===== src/rtl/ring_irq_pkg.sv =====
package ring_irq_pkg;
  localparam int unsigned CLR_BASE_IDX = 2;
  localparam int unsigned AUTO_BIT     = 2;
  localparam int unsigned DIS_BIT      = 17;

  function automatic int unsigned stat_words(int unsigned hops);
    return (31 + 3 * hops) / 32;
  endfunction
endpackage


===== src/rtl/ring_flag_bank.sv =====
module ring_flag_bank #(
  parameter int unsigned NW = 2
) (
  input  logic                 clk_i,
  input  logic                 rst_ni,
  input  logic [NW-1:0][31:0]  evt_i,
  input  logic                 clr_all_i,
  input  logic                 clr_we_i,
  input  logic [NW-1:0]        clr_sel_i,
  input  logic [31:0]          clr_data_i,
  output logic [NW-1:0][31:0]  flags_o
);
  logic [31:0] kill [NW];

  for (genvar w = 0; w < NW; w++) begin : g_kill
    always_comb begin
      if (clr_all_i)                      kill[w] = '1;
      else if (clr_we_i && clr_sel_i[w])  kill[w] = clr_data_i;
      else                                kill[w] = '0;
    end
  end

  // events are OR'd after the clear so a coincident event survives
  always_ff @(posedge clk_i or negedge rst_ni) begin
    if (!rst_ni) begin
      flags_o <= '0;
    end else begin
      for (int w = 0; w < int'(NW); w++)
        flags_o[w] <= (flags_o[w] & ~kill[w]) | evt_i[w];
    end
  end

  a_r7_event_kept: assert property (@(posedge clk_i) disable iff (!rst_ni)
    (|evt_i) |=> ((flags_o & $past(evt_i)) == $past(evt_i)));
  a_r3_hold_without_clear: assert property (@(posedge clk_i) disable iff (!rst_ni)
    (!clr_all_i && !clr_we_i) |=> (flags_o == ($past(flags_o) | $past(evt_i))));
  a_r4_clear_all: assert property (@(posedge clk_i) disable iff (!rst_ni)
    clr_all_i |=> (flags_o == $past(evt_i)));
endmodule


===== src/rtl/ring_rearm_ctl.sv =====
module ring_rearm_ctl #(
  parameter int unsigned NW = 2
) (
  input  logic          clk_i,
  input  logic          rst_ni,
  input  logic          pend_i,
  input  logic [NW-1:0] rd_sel_i,
  output logic          irq_o
);
  logic          armed_q;
  logic [NW-1:0] seen_q;
  logic [NW-1:0] seen_nx;

  assign seen_nx = seen_q | rd_sel_i;

  always_ff @(posedge clk_i or negedge rst_ni) begin
    if (!rst_ni) begin
      armed_q <= 1'b1;
      seen_q  <= '0;
      irq_o   <= 1'b0;
    end else begin
      irq_o <= 1'b0;
      if (armed_q) begin
        if (pend_i) begin
          irq_o   <= 1'b1;
          armed_q <= 1'b0;
          seen_q  <= '0;
        end
      end else if (&seen_nx) begin
        armed_q <= 1'b1;
        seen_q  <= '0;
      end else begin
        seen_q <= seen_nx;
      end
    end
  end

  a_r8_single_pulse: assert property (@(posedge clk_i) disable iff (!rst_ni)
    irq_o |=> !irq_o);
  a_r9_pulse_needs_arm: assert property (@(posedge clk_i) disable iff (!rst_ni)
    irq_o |-> $past(armed_q));
endmodule


===== src/rtl/ring_reg_if.sv =====
module ring_reg_if import ring_irq_pkg::*; #(
  parameter int unsigned NW     = 2,
  parameter int unsigned ADDR_W = 4
) (
  input  logic                 clk_i,
  input  logic                 rst_ni,
  input  logic                 req_i,
  input  logic                 we_i,
  input  logic [ADDR_W-1:0]    addr_i,
  input  logic [31:0]          wdata_i,
  input  logic [NW-1:0][31:0]  flags_i,
  output logic [NW-1:0]        rd_sel_o,
  output logic                 clr_all_o,
  output logic                 clr_we_o,
  output logic [NW-1:0]        clr_sel_o,
  output logic [31:0]          clr_data_o,
  output logic [31:0]          rdata_o,
  output logic                 rvalid_o
);
  localparam int unsigned CTRL_IDX = CLR_BASE_IDX + NW;

  logic [31:0] a;
  logic        rd, wr;
  logic        auto_q, dis_q;
  logic [31:0] stat_word, ctrl_word;

  assign a  = 32'(addr_i);
  assign rd = req_i && !we_i;
  assign wr = req_i && we_i;

  for (genvar w = 0; w < NW; w++) begin : g_dec
    assign rd_sel_o[w]  = rd && (a == 32'(w));
    assign clr_sel_o[w] = (a == 32'(CLR_BASE_IDX + w));
  end

  assign clr_we_o   = wr && (|clr_sel_o);
  assign clr_data_o = wdata_i;
  assign clr_all_o  = (|rd_sel_o) && auto_q && !dis_q;

  always_ff @(posedge clk_i or negedge rst_ni) begin
    if (!rst_ni) begin
      auto_q <= 1'b0;
      dis_q  <= 1'b0;
    end else if (wr && a == 32'(CTRL_IDX)) begin
      auto_q <= wdata_i[AUTO_BIT];
      dis_q  <= wdata_i[DIS_BIT];
    end
  end

  always_comb begin
    stat_word = '0;
    for (int w = 0; w < int'(NW); w++)
      if (rd_sel_o[w]) stat_word = flags_i[w];
    ctrl_word = '0;
    ctrl_word[AUTO_BIT] = auto_q;
    ctrl_word[DIS_BIT]  = dis_q;
  end

  always_ff @(posedge clk_i or negedge rst_ni) begin
    if (!rst_ni) begin
      rvalid_o <= 1'b0;
      rdata_o  <= '0;
    end else begin
      rvalid_o <= rd;
      if (rd) rdata_o <= (a == 32'(CTRL_IDX)) ? ctrl_word : stat_word;
    end
  end

  a_r5_disable_wins: assert property (@(posedge clk_i) disable iff (!rst_ni)
    ((|rd_sel_o) && dis_q) |-> !clr_all_o);
  a_r12_read_latency: assert property (@(posedge clk_i) disable iff (!rst_ni)
    rd |=> rvalid_o);
endmodule


===== src/rtl/ring_irq_status.sv =====
module ring_irq_status import ring_irq_pkg::*; #(
  parameter int unsigned HOP_COUNT = 12,
  parameter int unsigned ADDR_W    = 4
) (
  input  logic                  clk_i,
  input  logic                  rst_ni,
  input  logic [HOP_COUNT-1:0]  tx_evt_i,
  input  logic [HOP_COUNT-1:0]  rx_evt_i,
  input  logic [HOP_COUNT-1:0]  ovf_evt_i,
  input  logic                  bus_req_i,
  input  logic                  bus_we_i,
  input  logic [ADDR_W-1:0]     bus_addr_i,
  input  logic [31:0]           bus_wdata_i,
  output logic [31:0]           bus_rdata_o,
  output logic                  bus_rvalid_o,
  output logic                  irq_o
);
  localparam int unsigned NW    = stat_words(HOP_COUNT);
  localparam int unsigned NBITS = 3 * HOP_COUNT;

  logic [NW*32-1:0]     evt_flat;
  logic [NW-1:0][31:0]  evt_w, flags;
  logic [NW-1:0]        rd_sel, clr_sel;
  logic                 clr_all, clr_we;
  logic [31:0]          clr_data;

  // field order tx | rx | ovf from bit 0 upward
  always_comb begin
    evt_flat = '0;
    evt_flat[NBITS-1:0] = {ovf_evt_i, rx_evt_i, tx_evt_i};
  end
  assign evt_w = evt_flat;

  ring_reg_if #(.NW(NW), .ADDR_W(ADDR_W)) u_reg (
    .clk_i, .rst_ni,
    .req_i(bus_req_i), .we_i(bus_we_i), .addr_i(bus_addr_i), .wdata_i(bus_wdata_i),
    .flags_i(flags), .rd_sel_o(rd_sel), .clr_all_o(clr_all), .clr_we_o(clr_we),
    .clr_sel_o(clr_sel), .clr_data_o(clr_data),
    .rdata_o(bus_rdata_o), .rvalid_o(bus_rvalid_o)
  );

  ring_flag_bank #(.NW(NW)) u_bank (
    .clk_i, .rst_ni, .evt_i(evt_w), .clr_all_i(clr_all), .clr_we_i(clr_we),
    .clr_sel_i(clr_sel), .clr_data_i(clr_data), .flags_o(flags)
  );

  ring_rearm_ctl #(.NW(NW)) u_arm (
    .clk_i, .rst_ni, .pend_i(|flags), .rd_sel_i(rd_sel), .irq_o
  );

  a_r1_no_pad_bits: assert property (@(posedge clk_i) disable iff (!rst_ni)
    1'b1 |=> ((flags >> NBITS) == '0));
endmodule


===== config.mk =====
export PLATFORM = sky130hd
export DESIGN_NAME = ring_irq_status
export DESIGN_NICKNAME = d
export VERILOG_FILES = /design/src/rtl/ring_irq_pkg.sv /design/src/rtl/ring_flag_bank.sv /design/src/rtl/ring_rearm_ctl.sv /design/src/rtl/ring_reg_if.sv /design/src/rtl/ring_irq_status.sv
export SDC_FILE = /design/constraint.sdc
export NUM_CORES = 1
export LEC_CHECK = 0
export BUFFER_PORTS_ARGS = -buffer_cell sky130_fd_sc_hd__buf_4
export CORE_ASPECT_RATIO = 0.7
export CORE_MARGIN = 5
export CORE_UTILIZATION = 45
export DETAILED_ROUTE_END_ITERATION = 8
export PLACE_DENSITY_LB_ADDON = 0.3
export SYNTH_ARGS = -nofsm -noshare
export SYNTH_HDL_FRONTEND = slang
export SYNTH_HIERARCHICAL = 1
export SYNTH_SLANG_ARGS = --single-unit
export TNS_END_PERCENT = 50

===== constraint.sdc =====
create_clock -name clk_i -period 1.9 [get_ports clk_i]
set_input_delay 0.19 -clock clk_i [delete_from_list [all_inputs] [get_ports clk_i]]
set_output_delay 0.19 -clock clk_i [all_outputs]
set_load 0.005 [all_outputs]

==> impl_summary.md, run 1 <==
Placed design
The quantity of I/O buffers inserted on ports is 109. Once placement completed, the tool counted placed cells totaling 686. Routability-driven placement finished with a final weighted congestion of 0.8072. The HPWL after detailed placement is 9462 um. In this run the cell area measured after placement is around 0.0057 mm2. At the placement stage, the worst setup path has a slack of -228.8 ps.

Power
The leakage power figure is 2.496 nW. After layout, the design draws a total of 4.776 mW. For this design the ratio of total power to cell area is 784.5 mW/mm2.

VDD sags by at most between 400 and 500 uV.

Detailed routing
After detailed routing, the number of vias per cell comes to 5.504. The average wire per cell in the routed design is 18.59 um. For this block, the via count after detailed routing is 3886. The remaining design rule violation count is 0. The first routing iteration left 278 violations.

The total detailed-routing wirelength is 13120 um. Once detail routing completed, the nets flagged for antenna violations numbered 0. The number of iterations in the first detailed-routing pass is 6.

Critical path
In this run the worst path has a maximum fanout of 4. The kind of capture point of the worst setup path is a flop. The critical path arrival is slightly above 2000 ps. Counting both buffers and inverters, the worst setup path holds a total of 0. The slowest stage of the critical path belongs to the cell sky130_fd_sc_hd__or4_4.

The signal on the critical path passes through nor4_1, nand4_1, or4_4, nand3b_1, o41ai_1. On the worst path, the slowest cell contributes a delay of 550 ps. The launching element type of the critical path is a flop.

The family with the most delay on the worst path is simple AND/OR/NAND/NOR gates. For the worst setup path, the data required time is 2130 ps. By startpoint and endpoint, the worst setup path is classified as flop to flop.

Yosys
The number of different library cells used by synthesis comes to 37. The number of warnings issued by yosys is 6. The leading cell type by number of instances after synthesis is sky130_fd_sc_hd__dfrtp_1. The proportion of synthesized flip-flops having asynchronous set or reset is 1.000.

A synthesized cell averages around 11 um2. The area share of the leading cell type in the synthesized netlist is 0.5175. The largest total area in the synthesized netlist belongs to sky130_fd_sc_hd__dfrtp_1. The post-synthesis cell count is about 440. The cell area that synthesis handed to floorplanning was 0.004932 mm2.

Counting flops with a built-in enable in the synthesized netlist gives 0. The synthesized design contains 103 register bits. After synthesis, the most frequently instantiated cells are sky130_fd_sc_hd__dfrtp_1 (102), sky130_fd_sc_hd__nand3_1 (64), sky130_fd_sc_hd__a31o_1 (62). The main flop type after synthesis is sky130_fd_sc_hd__dfrtp_1. After synthesis, the cell types taking the most area are sky130_fd_sc_hd__dfrtp_1 (52%), sky130_fd_sc_hd__a31o_1 (11%), sky130_fd_sc_hd__nand3_1 (6.5%). Of the synthesized area, sequential elements account for 0.5228.

Clock tree
The later pin in the worst-skew pair is clocked with a latency of 340 ps. After clock tree synthesis, the clock-pin slew on the worst setup and hold paths is 80 ps. The CTS tree is done.

The maximum count of clock buffers along a single path is 2. The tree is rooted in a sky130_fd_sc_hd__clkbuf_16. For this design, the sink count on the clock tree is between 100 and 150. The deepest level of the CTS H-tree is 3. The number of buffers created by CTS is 9.

Global route
Entering global routing, the biggest net connects 65 pins. The first global-routing pass estimated between 20000 and 25000 um of wire. Across every metal layer, demand over resource in global routing totals 0.2031. The initial antenna violation count came to 0. The via count of the first global-routing pass was 3914. For this run the aggregate overflow at the end of global routing stands at 0.

Floorplan
Measured along the x axis, the die boundary spans 135.1 um. The number of placement rows is 32. The die is roughly 98 um tall. The initial utilization of the core area, before any placement, comes to 0.4546. The die covers 0.01319 mm2. In this run the count of I/O pins placed on the die edge is 110.

The core box area is 0.01085 mm2.

Finish
The number of nets in the finished design is between 600 and 700. The area added between synthesis and finish is 23.44%. The cell area after layout is 0.006088 mm2.

The final core utilization is 0.5611. The number of antenna diodes in the final layout is 0. After filler insertion, the fill cell instance count of the layout stands at 946. The ratio of cells with drive above 1 in the final layout is 0.3002. The post-layout instance count excluding filler cells is between 700 and 800.

Run
The reported max-cap violation count is 0.

Outcome
The flow ran to the end, and the final reports show no timing, DRC or antenna violations.

STA
Setup violations remaining at the end of the flow were counted as 0. Final hold analysis gives a worst-case slack of between 30 and 40 ps. Derived from the worst setup path, the maximum achievable clock frequency is ~550 MHz. Across the routed clock network, the largest skew measured is 10.31 ps.

Of the available clock period, the critical path in the final layout requires 0.9645. Setup slack on the critical path of the routed design comes to roughly 67 ps. Setup repair after global routing could not meet its margin everywhere. The count of endpoints failing hold in the final timing report is 0. The number of pins exceeding their max-slew limit in the final report is 0. The final-layout setup total negative slack is 0 ps. For the finished layout, the period the worst path requires is 1833 ps.

Min path
In this run the worst hold path is classified as input port to flop.
[timing repair]
| item | in CTS | in global routing |
|---|---|---|
| endpoints found under the setup margin | 4 | 4 |
| resized for setup | 3 | 5 |
| hold buffers | 1 | 0 |
| hold endpoints to repair | 31 | 0 |
| buffers inserted | 2 | 1 |
| pin swaps | 2 | 0 |
[routing by layer]
metal  vias up  share of wire  track usage
met3         8          0.076      0.05331
met1      1928           0.47       0.3078
li1       1792              -            -
met2       158           0.44       0.2970
met4         0         0.0046      0.03331
met5         -              0            0
[cells by family after synthesis]
logic type,after synthesis,synth area share
multiplexers,32,0.06545
AND/OR/NAND/NOR,140,0.1464
other,1,0.0007603
flip-flops,103,0.5228
buffers and inverters,65,0.1068
AO/OA/AOI/OAI,103,0.1578
[area by class of cell]
class,count,area (um2),area share
Timing Repair Buffer,128,1001,0.1644
Sequential cell,103,2579,0.4236
Clock buffer,9,225.2,0.03699
Tap cell,153,191.4,0.03144
Clock inverter,7,88.84,0.01459
Multi-Input combinational cell,303,1992,0.3272
Inverter,3,11.26,0.001850
[state kept, by name (all words and copies together), names as in the netlist]
| register | cells |
|---|---|
| u_arm/armed_q | 1 |
| u_arm/irq_o | 1 |
| u_arm/seen_q | 2 |
| u_bank/flags_o | 64 |
| u_reg/auto_q | 1 |
| u_reg/dis_q | 1 |
| u_reg/rdata_o | 32 |
| u_reg/rvalid_o | 1 |
[final timing paths]
path	cells after the start	start	slack, ps	end
max reg2reg	5	u_bank/flags_o[19]	70	u_arm/seen_q[0]
min in group asynchronous	2	rst_ni	330	u_reg/rdata_o[0]
min	2	ovf_evt_i[1]	30	u_bank/flags_o[25]
max in group asynchronous	3	rst_ni	910	u_arm/armed_q
min reg2reg	2	u_reg/rdata_o[17]	480	u_reg/rdata_o[17]
max	5	u_bank/flags_o[19]	70	u_arm/seen_q[0]
[power breakdown]
part / switching (mW) / total, mW / internal [mW] / leakage, nW
sequential: 0.0739 / 2.36 / 2.28 / 1.08
combinational: 0.240 / 0.496 / 0.255 / 1.26
clock: 0.869 / 1.92 / 1.05 / 0.155
[cells in the final DEF (no fill, tap or decap), types with 2 or more instances in the layout]
cell,netlist,layout
sky130_fd_sc_hd__a31o_1,62,62
sky130_fd_sc_hd__a31o_2,2,2
sky130_fd_sc_hd__a31oi_1,2,2
sky130_fd_sc_hd__buf_12,0,3
sky130_fd_sc_hd__buf_4,33,124
sky130_fd_sc_hd__clkbuf_16,0,9
sky130_fd_sc_hd__conb_1,1,28
sky130_fd_sc_hd__dfrtp_1,102,102
sky130_fd_sc_hd__inv_1,2,2
sky130_fd_sc_hd__inv_6,0,2
sky130_fd_sc_hd__mux2_2,2,2
sky130_fd_sc_hd__mux2i_1,30,30
sky130_fd_sc_hd__nand2_1,34,34
sky130_fd_sc_hd__nand3_1,64,64
sky130_fd_sc_hd__nand3b_1,2,2
sky130_fd_sc_hd__nand4_1,4,4
sky130_fd_sc_hd__nor2_1,10,7
sky130_fd_sc_hd__nor2_2,1,3
sky130_fd_sc_hd__nor4_1,16,11
sky130_fd_sc_hd__nor4_2,1,5
sky130_fd_sc_hd__o21a_1,2,2
sky130_fd_sc_hd__o21ai_0,3,3
sky130_fd_sc_hd__o21ai_1,27,27
sky130_fd_sc_hd__o31ai_1,3,3
sky130_fd_sc_hd__or4_4,1,2
Power figures use the tool's default switching activity.
==> run 2, diff against run 1 <==
clock period = 2 ns   (was 1.9 ns; I/O delays follow)
==> run 2 against run 1 <==
  * Utilization down 0.60 points
  * Largest power group unchanged
  * Critical path type unchanged
  * Cell area down 1.1%
  * Die area unchanged
==> impl_summary.md, run 2 (synthesis gave the netlist of run 1 again) <==
Floorplan
The number of top-level pins is 110 (unchanged). The number of placement rows is 32 (unchanged). The core box area is 0.01085 mm2 (unchanged).

The die outline height is 97.59 um (unchanged). The x dimension of the die is 135.1 um (unchanged). The effective utilization at floorplan is 0.4546 (unchanged). The full die area was 0.01319 mm2 (unchanged).

Run
The reported max-cap violation count is 0 (unchanged).

Clock tree
The CTS tree is done (unchanged). The clock latency on the worst-skew pair is 340 ps (about the same). The maximum count of clock buffers along a single path came to 2 (unchanged). The number of clock sinks is 103 (unchanged). The number of buffers created by CTS is 9 (unchanged).

The clock-pin slew of the registers on the worst-case setup and hold paths is 70 ps (was 80 ps). The deepest level of the CTS H-tree is 3 (unchanged). The root buffer cell is sky130_fd_sc_hd__clkbuf_16 (unchanged).

Detailed routing
The post-route antenna net violation count is 0 (unchanged). The total detailed-routing wirelength was 13400 um (was 13120 um). The average wire per cell in the routed design is 19.03 um (was 18.59 um). The count of vias placed by the detailed router is 3910 (was 3886). The remaining design rule violation count is 0 (unchanged). The routed via count divided by cell count is 5.554 (was 5.504).

The number of iterations in the first detailed-routing pass is 5 (was 6). The iteration-0 DRC count of the detailed router came to 356 (was 278).

Finish
The ratio of cells with drive above 1 in the final layout is 0.2868 (was 0.3002). The top register by number of flip-flops is u_bank/flags_o (unchanged). The area added between synthesis and finish came to 22.12% (was 23.44%). The flip-flop count of the largest register, all copies and words added came to 64 (unchanged). The most common cell after layout, fill and taps aside is sky130_fd_sc_hd__buf_4 (unchanged). The number of nets in the finished design is 622 (was 624). Commonest cells after routing, fill and taps aside: sky130_fd_sc_hd__buf_4 (123), sky130_fd_sc_hd__dfrtp_1 (102), sky130_fd_sc_hd__nand3_1 (64), sky130_fd_sc_hd__a31o_1 (62), sky130_fd_sc_hd__nand2_1 (34) (was sky130_fd_sc_hd__buf_4 (124), sky130_fd_sc_hd__dfrtp_1 (102), sky130_fd_sc_hd__nand3_1 (64), sky130_fd_sc_hd__a31o_1 (62), sky130_fd_sc_hd__nand2_1 (34)). Largest registers in the final layout: u_bank/flags_o: 64 flops, u_reg/rdata_o: 32 flops, u_arm/seen_q: 2 flops (unchanged). The antenna diode count is 0 (unchanged).

Power
The part of the power in the clock network is 0.396 (was 0.402). The switching part of the total power was 0.2312 (was 0.2478). The internal power is 3.450 mW (was 3.593 mW). The largest vdd supply drop is 625.6 uV (was 452.0 uV).

The portion of total power attributed to combinational logic is 0.104 (about the same). The sequential power share is 0.499 (was 0.494). The switching power total is 1.038 mW (was 1.184 mW). The power density over the cells was 745.0 mW/mm2 (was 784.5 mW/mm2).

The leakage power figure is 2.469 nW (was 2.496 nW).

Placed design
The weighted congestion reported at the end of routability-driven placement is 0.8310 (was 0.8072). The quantity of I/O buffers inserted on ports was 109 (unchanged). The HPWL after detailed placement is 9573 um (was 9462 um). The setup slack at placement is -146.9 ps (was -228.8 ps).

Critical path
The data required time at the worst endpoint is 2220 ps (was 2130 ps). The launching element type of the critical path is a flop (unchanged). The logic depth of the worst register-to-register path was 5 (unchanged). The launch point of the worst reg-to-reg path is u_bank/flags_o[34] (was u_bank/flags_o[19]). The category of the most critical setup path is flop to flop (unchanged). The largest driver fanout on the critical path came to 4 (unchanged). The kind of capture point of the worst setup path is a flop (unchanged). The critical path arrival came to 2110 ps (was 2060 ps).

The register-to-register setup slack was 110 ps (was 70 ps). The destination of the worst register-to-register timing path is u_arm/seen_q[1] (was u_arm/seen_q[0]).

Outcome
Result of the run: finished clean (unchanged).

STA
Unrepaired setup endpoints after global routing: no (was yes). The final hold slack is 44.85 ps (was 30.80 ps). The final setup violation count was 0 (unchanged).

The time the worst path needs with I/O delays and setup came to 1891 ps (was 1833 ps). The count of endpoints failing hold in the final timing report is 0 (unchanged). The number of pins exceeding their max-slew limit in the final report is 0 (unchanged). The worst setup margin was 108.9 ps (was 67.39 ps). The timing-limited maximum frequency came to 528.8 MHz (was 545.7 MHz). The post-route clock skew is 6.842 ps (was 10.31 ps). The fraction of the cycle the final worst path needs is 0.9456 (was 0.9645).

Global route
The wire length of the first global-routing pass is 21940 um (was 21160 um). The global-route usage over all layers was 0.2110 (was 0.2031). The largest net degree at the start of global routing came to 65 (unchanged). The initial antenna violation count was 0 (unchanged). The via count of the first global-routing pass is 3984 (was 3914). The total congestion overflow is 0 (unchanged).

Min path
The type of the tightest min-delay check is input port to flop (unchanged). The worst hold path cell count came to 2 (unchanged). The hold path startpoint is rx_evt_i[4] (was ovf_evt_i[1]).

The worst min-delay path endpoint is u_bank/flags_o[16] (was u_bank/flags_o[25]).
-- run 2: changes by cell type in the layout (fill, tap and decap cells not counted), sizes merged --
cell	change
clkinvlp	+1
buf	-2
clkinv	-2
inv	-3
clkbuf	+4
-- run 2: critical path: stages (launching register included) --
cell and delay, ps:
sky130_fd_sc_hd__dfrtp_1 420, sky130_fd_sc_hd__nor4_1 360, sky130_fd_sc_hd__nand4_1 160, sky130_fd_sc_hd__or4_4 570, sky130_fd_sc_hd__nand3b_1 180, sky130_fd_sc_hd__o41ai_1 80
-- run 2: how the worst max path moves through the flow --
stage                             startpoint  cells after the start  slack [ps]                  to
after detailed placement  u_bank/flags_o[23]                      6        -150     u_arm/seen_q[1]
after floorplan                     bus_we_i                      8         240  u_bank/flags_o[32]
after CTS                 u_bank/flags_o[23]                      6          20     u_arm/seen_q[1]
after global routing      u_bank/flags_o[34]                      5          20     u_arm/seen_q[1]
final                     u_bank/flags_o[34]                      5         110     u_arm/seen_q[1]
after global placement    u_bank/flags_o[23]                      6         -90     u_arm/seen_q[1]
-- run 2: routing by layer --
metal | up-vias | track usage | share of wire
li1 | 1787 | - | -
met1 | 1962 | 0.3173 | 0.46
met2 | 144 | 0.2997 | 0.44
met3 | 17 | 0.06263 | 0.083
met4 | 0 | 0.04802 | 0.015
met5 | - | 0 | 0
-- run 2: what timing repair did --
action                                  CTS  global route
hold buffers                              1             0
pin swaps                                 0             2
buffers inserted                          0             1
gates resized for setup                   3             1
endpoints found under the hold margin    27             0
endpoints found under the setup margin    4             2
-- run 2: through the flow --
step	setup TNS (ps)	power (mW)	cell area [um2]	util	cells
after global placement	-288.3	2.731	5678	0.5233	686
after CTS	0	4.524	6012	0.5541	703
after detailed placement	-386.1	2.749	5678	0.5233	686
after global routing	0	4.684	6023	0.5551	704
final	0	4.487	6023	0.5551	704
after floorplan	0	2.485	5034	-	471
-- run 2: cell type report --
cell class | instances | area [um2]
clock buffer | 13 | 260.3
clock inverter | 3 | 42.54
timing repair buffer | 126 | 973.4
inverter | 3 | 11.26
fill | 957 | 4827
multi-input combinational | 303 | 1966
sequential | 103 | 2579
tap | 153 | 191.4
-- run 2: power by group through the flow --
stage | registers [mW] | clock network (mW) | logic (mW)
after floorplan | 2.26 | 0 | 0.220
after global placement | 2.27 | 0 | 0.459
after detailed placement | 2.28 | 0 | 0.470
after CTS | 2.24 | 1.81 | 0.473
after global routing | 2.25 | 1.91 | 0.519
final | 2.24 | 1.78 | 0.468
